[config.mk]
export PLATFORM = sky130hd
export DESIGN_NAME = pwr_mode_ctrl
export DESIGN_NICKNAME = d
export VERILOG_FILES = /design/src/rtl/pwr_pkg.sv /design/src/rtl/pwr_nmi_edge.sv /design/src/rtl/pwr_settle_cnt.sv /design/src/rtl/pwr_mode_fsm.sv /design/src/rtl/pwr_mode_ctrl.sv
export SDC_FILE = /design/constraint.sdc
export NUM_CORES = 1
export LEC_CHECK = 0
export BUFFER_PORTS_ARGS = -buffer_cell sky130_fd_sc_hd__clkbuf_2
export CORE_AREA = 3 3 54 56
export CTS_CLUSTER_SIZE = 10
export DETAILED_ROUTE_END_ITERATION = 10
export DIE_AREA = 0 0 57 59
export PLACE_DENSITY = 0.7
export SLEW_MARGIN = 30
export SYNTH_ARGS = -nofsm -noshare
export SYNTH_HDL_FRONTEND = slang
export SYNTH_SLANG_ARGS = --single-unit
[constraint.sdc]
create_clock -name clk -period 2.6 [get_ports clk]
set_input_delay 0.26 -clock clk [delete_from_list [all_inputs] [get_ports clk]]
set_output_delay 0.26 -clock clk [all_outputs]
set_load 0.05 [all_outputs]
[src/rtl/pwr_pkg.sv]
package pwr_pkg;
  typedef enum logic [2:0] {
    MODE_RUN    = 3'd0,
    MODE_SLEEP  = 3'd1,
    MODE_SSTBY  = 3'd2,
    MODE_HSTBY  = 3'd3,
    MODE_SETTLE = 3'd4
  } pwr_mode_e;
endpackage

[src/rtl/pwr_nmi_edge.sv]
module pwr_nmi_edge #(
  parameter int SYNC_STAGES = 2
) (
  input  logic clk,
  input  logic rst_ni,
  input  logic nmi_i,
  output logic rise_o
);
  logic [SYNC_STAGES-1:0] sync_q;
  logic                   last_q;

  genvar g;
  generate
    for (g = 0; g < SYNC_STAGES; g++) begin : g_sync
      if (g == 0) begin : g_first
        always_ff @(posedge clk or negedge rst_ni) begin
          if (!rst_ni) sync_q[0] <= 1'b0;
          else         sync_q[0] <= nmi_i;
        end
      end else begin : g_rest
        always_ff @(posedge clk or negedge rst_ni) begin
          if (!rst_ni) sync_q[g] <= 1'b0;
          else         sync_q[g] <= sync_q[g-1];
        end
      end
    end
  endgenerate

  always_ff @(posedge clk or negedge rst_ni) begin
    if (!rst_ni) last_q <= 1'b0;
    else         last_q <= sync_q[SYNC_STAGES-1];
  end

  assign rise_o = sync_q[SYNC_STAGES-1] & ~last_q;

  // an edge is a single-cycle event
  assert_rise_single_R7: assert property (@(posedge clk) disable iff (!rst_ni)
    rise_o |=> !rise_o);
endmodule

[src/rtl/pwr_settle_cnt.sv]
module pwr_settle_cnt #(
  parameter int CNT_W = 8
) (
  input  logic             clk,
  input  logic             rst_ni,
  input  logic             load_i,
  input  logic [CNT_W-1:0] len_i,
  output logic             done_o
);
  logic [CNT_W-1:0] cnt_q, cnt_d;

  always_comb begin
    cnt_d = cnt_q;
    if (load_i)              cnt_d = len_i;
    else if (cnt_q != '0)    cnt_d = cnt_q - 1'b1;
  end

  always_ff @(posedge clk or negedge rst_ni) begin
    if (!rst_ni) cnt_q <= '0;
    else         cnt_q <= cnt_d;
  end

  assign done_o = (cnt_q == '0);

  // count never wraps below zero
  assert_no_wrap_R8: assert property (@(posedge clk) disable iff (!rst_ni)
    (!load_i && cnt_q == '0) |=> cnt_q == '0);
endmodule

[src/rtl/pwr_mode_fsm.sv]
module pwr_mode_fsm
  import pwr_pkg::*;
(
  input  logic clk,
  input  logic rst_ni,
  input  logic slp_strobe_i,
  input  logic stby_sel_i,
  input  logic pin_hiz_i,
  input  logic ram_en_i,
  input  logic hw_stby_n_i,
  input  logic nmi_rise_i,
  input  logic irq_i,
  input  logic dma_err_i,
  input  logic por_req_i,
  input  logic mrst_req_i,
  input  logic settle_done_i,
  output logic settle_load_o,
  output logic cpu_clk_en_o,
  output logic per_clk_en_o,
  output logic per_rst_o,
  output logic ram_hold_o,
  output logic pin_tri_o,
  output logic wake_rst_o
);
  pwr_mode_e st_q, st_d;
  logic      wake_q, wake_d;
  logic      keep_q, keep_d;
  logic      enter_settle, enter_hstby;

  always_comb begin
    st_d = st_q;
    if (!hw_stby_n_i) begin
      st_d = MODE_HSTBY;
    end else begin
      unique case (st_q)
        MODE_RUN: begin
          if (por_req_i || mrst_req_i) st_d = MODE_SETTLE;
          else if (slp_strobe_i)       st_d = stby_sel_i ? MODE_SSTBY : MODE_SLEEP;
        end
        MODE_SLEEP: begin
          if (por_req_i || mrst_req_i)  st_d = MODE_SETTLE;
          else if (irq_i || dma_err_i)  st_d = MODE_RUN;
        end
        MODE_SSTBY: begin
          if (por_req_i || nmi_rise_i) st_d = MODE_SETTLE;
        end
        MODE_HSTBY: begin
          if (por_req_i) st_d = MODE_SETTLE;
        end
        MODE_SETTLE: begin
          if (settle_done_i) st_d = MODE_RUN;
        end
        default: st_d = MODE_RUN;
      endcase
    end
  end

  assign enter_settle  = (st_d == MODE_SETTLE) && (st_q != MODE_SETTLE);
  assign enter_hstby   = (st_d == MODE_HSTBY) && (st_q != MODE_HSTBY);
  assign settle_load_o = enter_settle;
  assign wake_d        = enter_settle;
  assign keep_d        = enter_hstby ? ~ram_en_i : keep_q;

  always_ff @(posedge clk or negedge rst_ni) begin
    if (!rst_ni) begin
      st_q   <= MODE_RUN;
      wake_q <= 1'b0;
      keep_q <= 1'b1;
    end else begin
      st_q   <= st_d;
      wake_q <= wake_d;
      keep_q <= keep_d;
    end
  end

  always_comb begin
    cpu_clk_en_o = 1'b0;
    per_clk_en_o = 1'b0;
    per_rst_o    = 1'b0;
    pin_tri_o    = 1'b0;
    ram_hold_o   = 1'b1;
    unique case (st_q)
      MODE_RUN:    begin cpu_clk_en_o = 1'b1; per_clk_en_o = 1'b1; end
      MODE_SLEEP:  per_clk_en_o = 1'b1;
      MODE_SSTBY:  pin_tri_o = pin_hiz_i;
      MODE_HSTBY:  begin per_rst_o = 1'b1; pin_tri_o = 1'b1; ram_hold_o = keep_q; end
      MODE_SETTLE: per_rst_o = 1'b1;
      default:     per_rst_o = 1'b1;
    endcase
  end
  assign wake_rst_o = wake_q;

  // pin low forces all clocks off on the next cycle
  assert_hstby_entry_R10: assert property (@(posedge clk) disable iff (!rst_ni)
    !hw_stby_n_i |=> (!cpu_clk_en_o && !per_clk_en_o && per_rst_o && pin_tri_o));
  // wake pulse is one cycle wide
  assert_wake_pulse_R7: assert property (@(posedge clk) disable iff (!rst_ni)
    wake_rst_o |=> !wake_rst_o);
  // software standby holds without its own wake events
  assert_sstby_hold_R6: assert property (@(posedge clk) disable iff (!rst_ni)
    (st_q == MODE_SSTBY && hw_stby_n_i && !por_req_i && !nmi_rise_i) |=> st_q == MODE_SSTBY);
  // retention flag frozen while in hardware standby
  assert_ram_stable_R12: assert property (@(posedge clk) disable iff (!rst_ni)
    (st_q == MODE_HSTBY && st_d == MODE_HSTBY) |=> $stable(ram_hold_o));
  // wake pulse only while clocks are gated and peripherals held in reset
  assert_wake_gated_R4: assert property (@(posedge clk) disable iff (!rst_ni)
    wake_rst_o |-> (per_rst_o && !cpu_clk_en_o && !per_clk_en_o));
endmodule

[src/rtl/pwr_mode_ctrl.sv]
module pwr_mode_ctrl #(
  parameter int CNT_W       = 8,
  parameter int SYNC_STAGES = 2
) (
  input  logic             clk,
  input  logic             rst_n,
  input  logic             slp_strobe_i,
  input  logic             stby_sel_i,
  input  logic             pin_hiz_i,
  input  logic             ram_en_i,
  input  logic             hw_stby_n_i,
  input  logic             nmi_i,
  input  logic             irq_i,
  input  logic             dma_err_i,
  input  logic             por_req_i,
  input  logic             mrst_req_i,
  input  logic [CNT_W-1:0] settle_len_i,
  output logic             cpu_clk_en_o,
  output logic             per_clk_en_o,
  output logic             per_rst_o,
  output logic             ram_hold_o,
  output logic             pin_tri_o,
  output logic             wake_rst_o
);
  logic [1:0] rst_sync_q;
  logic       rst_int_n;
  logic       nmi_rise, settle_load, settle_done;

  always_ff @(posedge clk or negedge rst_n) begin
    if (!rst_n) rst_sync_q <= 2'b00;
    else        rst_sync_q <= {rst_sync_q[0], 1'b1};
  end
  assign rst_int_n = rst_sync_q[1];

  pwr_nmi_edge #(.SYNC_STAGES(SYNC_STAGES)) i_nmi (
    .clk(clk), .rst_ni(rst_int_n), .nmi_i(nmi_i), .rise_o(nmi_rise)
  );

  pwr_settle_cnt #(.CNT_W(CNT_W)) i_cnt (
    .clk(clk), .rst_ni(rst_int_n), .load_i(settle_load),
    .len_i(settle_len_i), .done_o(settle_done)
  );

  pwr_mode_fsm i_fsm (
    .clk(clk), .rst_ni(rst_int_n),
    .slp_strobe_i(slp_strobe_i), .stby_sel_i(stby_sel_i),
    .pin_hiz_i(pin_hiz_i), .ram_en_i(ram_en_i), .hw_stby_n_i(hw_stby_n_i),
    .nmi_rise_i(nmi_rise), .irq_i(irq_i), .dma_err_i(dma_err_i),
    .por_req_i(por_req_i), .mrst_req_i(mrst_req_i),
    .settle_done_i(settle_done), .settle_load_o(settle_load),
    .cpu_clk_en_o(cpu_clk_en_o), .per_clk_en_o(per_clk_en_o),
    .per_rst_o(per_rst_o), .ram_hold_o(ram_hold_o),
    .pin_tri_o(pin_tri_o), .wake_rst_o(wake_rst_o)
  );

  // CPU clock never runs while peripheral clock is stopped
  assert_clk_order_R2: assert property (@(posedge clk) disable iff (!rst_int_n)
    cpu_clk_en_o |-> per_clk_en_o);
endmodule

==> results.md <==
- The later pin in the worst-skew pair is clocked with a latency of 300 ps.
- For this design the ratio of total power to cell area is 756.6 nW/um2.
- The count of cells in the finished layout, fillers not included, comes to 154.
- Clock skew on the completed layout was measured at 5.645 ps.
- The horizontal die dimension is 57 um.
- The most common flop cell mapped by yosys is sky130_fd_sc_hd__dfrtp_1.
- The average cell area after synthesis is 10.22 um2.
- In this design, the stage delay of the slowest critical-path cell is 450 ps.
- The first global-routing pass estimated 3.732 mm of wire.
- In the global route stage, met1 resource usage came out at 16.19%.
- Counting instances, the worst hold path has a depth of 1.
- The busiest layer in global routing is met2.
- The run finished with clean final reports.
- The met2 track demand over resource in global routing is 26.10%.
- The worst setup path is captured at a flop.
- The signed area change from the synthesized netlist to the final layout is 19.57%.
- Including well taps, the total number of placed cells is 149.
- The Yosys step of the flow raised 0 warnings.
- The number of clock buffers added by TritonCTS is 3.
- After legalization and detailed placement, the total HPWL measured 1.745 mm.
- The routed via count is 867.
- Measured against its own limit, the worst slew margin works out to 40.27%.
- The placeable core region is 2477 um2.
- The number of setup buffers added after CTS is 0.
- The cell taking the most area after synthesis is sky130_fd_sc_hd__dfrtp_1.
- The number of maximum-capacitance violations is 0.
- The TritonCTS clock tree is yes.
- Summing all placed instances gives a cell area of 1139 um2.
- Summed over its instances, the top area cell type makes up 42.93% of the synthesized netlist area.
- The deepest clock path buffer count is 2.
- In this run the static leakage power is 0.5079 nW.
- Measured in cells, the most critical reg-to-reg path has a length of 5.
- The path type of the worst setup path is flop to flop.
- The leftover overflow at the end of global routing is 0.
- The tree is rooted in a sky130_fd_sc_hd__clkbuf_4.
- The initial antenna violation count came to 0.
- The initial detailed-routing violation count is 22.
- The setup total negative slack is 0 ps.
- The clock period could shrink to 1823 ps.
- Ranked by total cell area, the synthesized netlist is headed by sky130_fd_sc_hd__dfrtp_1 (43%), sky130_fd_sc_hd__o31ai_1 (3.8%), sky130_fd_sc_hd__o311ai_0 (3.5%), sky130_fd_sc_hd__inv_1 (3.0%), sky130_fd_sc_hd__dfstp_2 (2.7%).
- The number of synthesized flops with an enable pin is 0.
- The H-tree level count is 1.
- In the global route stage, met3 resource usage came out at 4.575%.
- The worst-case IR drop observed on VDD is 0.0003911 V.
- In the global route stage, overall resource usage came out at 14.40%.
- The top cell types in the final layout, fill and taps aside, are sky130_fd_sc_hd__clkbuf_2 (25), sky130_fd_sc_hd__dfrtp_1 (17), sky130_fd_sc_hd__inv_1 (8).
- The post-route antenna net violation count is 0.
- After synthesis, the share of flip-flops with an asynchronous set or reset is 100.0%.
- The placement row count is 18.
- Before antenna repair, the detailed router went through 4 iterations.
- The maximum net fanout on the critical path is 7.
- The final max-slew violation count is 0.
- The cell with the largest stage delay on the worst path is sky130_fd_sc_hd__nor3b_1.
- The share of the Yosys chip area taken by registers is 45.58%.
- After clock tree synthesis, the flow added hold-fix buffers numbering 1.
- The flip-flop and latch count after synthesis is 18.
- The worst-margin pin slew is 887.8 ps.
- The effective utilization at floorplan is 40.00%.
- After detailed routing, the average wire length per cell comes to 14.38 um.
- The via count of the first global-routing pass is 843.
- The die is 59 um tall.
- The number of antenna diodes in the final layout is 0.
- Data on the critical path arrives at its endpoint at 2010 ps.
- In the routed design, unresolved DRC markers number 0.
- The weighted congestion at the end of routability-driven global placement is 0.9375.
- The vias per cell is 5.630.
- Power comes to 0.8965 mW.
- The cell count after synthesis is 97.
- The net count after synthesis is 118.
- The area of all placed cells without fillers is 1185 um2.
- The worst setup path is launched from a flop.
- For the worst setup path, the data required time is 2790 ps.
- The boundary pin count is 26.
- After the last flow step, the layout net total stands at 146.
- The netlist area before placement is 991.0 um2.
- Final hold analysis gives a worst-case slack of 66.80 ps.
- Entering global routing, the biggest net connects 17 pins.
- The number of failing hold endpoints at the final stage is 0.
- The post-CTS clock slew at the launch and capture registers of the worst setup and hold paths is 100 ps.
- The signal on the critical path passes through inv_1, ha_1, nor3b_1, a22oi_1, mux2_2.
- The final period utilization is 70.10%.
- The full die area is 3363 um2.
- Post-CTS repair changed the size of 0 cells.
- Setup violations remaining at the end of the flow were counted as 0.
- The most common cell after layout, fill and taps aside is sky130_fd_sc_hd__clkbuf_2.
- The total clock sinks is 18.
- The final layout contains routed wiring with a total length of 2.214 mm.
- Setup repair after global routing left no endpoint under its margin.
- The fraction of layout cells with a size suffix above 1 is 29.03%.
- Synthesis instantiated 38 different standard cells from the library.
- The min-delay analysis places its worst path in the category primary input to flop.
- The peak clock frequency supported by timing is 548.7 MHz.
- The count of buffers from port buffering is 25.
==> cells by family (layout without fill, tap and decap cells) <==
group	Yosys count	after routing	synth area share [%]
flip-flops	18	18	45.58
other	1	1	0.3784
XOR/XNOR	2	2	1.768
buffers and inverters	11	38	4.546
AO/OA/AOI/OAI	29	29	23.11
adder cells (fa/ha/maj)	1	1	1.262
AND/OR/NAND/NOR	32	32	20.08
multiplexers	3	3	3.283
==> power by group <==
group          leakage [nW]  switching [mW]  total, mW  internal [mW]
Combinational         0.277           0.154      0.289          0.135
Sequential            0.209          0.0893      0.434          0.345
Clock                0.0210          0.0875      0.173         0.0854
Total                 0.508           0.331      0.896          0.565
==> final timing paths <==
check,start,to,slack (ps)
max,i_cnt.cnt_q[0]$_DFFE_PN0P_,i_cnt.cnt_q[3]$_DFFE_PN0P_,780
min,nmi_i,i_nmi.sync_q[0]$_DFF_PN0_,70
max reg2reg,i_cnt.cnt_q[0]$_DFFE_PN0P_,i_cnt.cnt_q[3]$_DFFE_PN0P_,780
min reg2reg,rst_sync_q[1]$_DFF_PN0_,i_fsm.st_q[2]$_DFF_PN0_,270
max in group asynchronous,rst_sync_q[1]$_DFF_PN0_,i_cnt.cnt_q[3]$_DFFE_PN0P_,1920
min in group asynchronous,rst_n,rst_sync_q[1]$_DFF_PN0_,250
==> registers in the layout (all words and copies together) (netlist names) <==
name and flops:
i_nmi.sync_q 2, i_nmi.last_q 1, i_fsm.st_q 3, i_fsm.keep_q 1, i_cnt.cnt_q 8, i_fsm.wake_rst_o 1, rst_sync_q 2
==> metal layers <==
layer,vias to the layer above,part of all wire (%),wire length [um]
met1,419,41,914
met5,-,0,0
met3,4,4.7,103
met2,14,53,1169
met4,0,1.2,26
li1,430,-,-
==> per-stage QoR <==
stage / util [%] / worst slack, ps
2_1_floorplan: - / 685.8
3_3_place_gp: 45.96 / 892.6
3_5_place_dp: 45.96 / 800.4
4_1_cts: 47.83 / 785.8
5_1_grt: 47.83 / 625.7
6_report: 47.83 / 777.5
==> critical path, delay by kind of cell (launching register included) <==
kind	cells	cell delay, ps
and+or+nand+nor	1	450
muxes	1	300
AOI/OAI and AO/OA	1	150
DFF	1	440
adders and majority gates	1	270
buffers and inverters	1	100
==> final cells by class <==
| class | count | area, um2 |
|---|---|---|
| Inverter | 8 | 30.03 |
| Clock buffer | 4 | 36.28 |
| Timing Repair Buffer | 26 | 135.1 |
| Tap cell | 30 | 37.54 |
| Fill cell | 247 | 1292 |
| Multi-Input combinational cell | 68 | 494.2 |
| Sequential cell | 18 | 451.7 |
==> synthesized netlist by cell type (2+ instances only) <==
cell type	number
sky130_fd_sc_hd__mux2_2	2
sky130_fd_sc_hd__inv_1	8
sky130_fd_sc_hd__o211ai_1	3
sky130_fd_sc_hd__a311oi_1	3
sky130_fd_sc_hd__nor2_1	5
sky130_fd_sc_hd__o311ai_0	4
sky130_fd_sc_hd__or4_1	2
sky130_fd_sc_hd__clkbuf_1	2
sky130_fd_sc_hd__nand3_1	3
sky130_fd_sc_hd__o21ai_0	2
sky130_fd_sc_hd__xnor2_1	2
sky130_fd_sc_hd__a21boi_0	2
sky130_fd_sc_hd__a31oi_1	4
sky130_fd_sc_hd__nor3_1	5
sky130_fd_sc_hd__nor2b_1	3
sky130_fd_sc_hd__nor3b_1	2
sky130_fd_sc_hd__a21oi_1	2
sky130_fd_sc_hd__dfrtp_1	17
sky130_fd_sc_hd__nand2_1	2
sky130_fd_sc_hd__o31ai_1	5
sky130_fd_sc_hd__nand2b_1	2
Note: power is estimated with default switching activity, not from simulation.
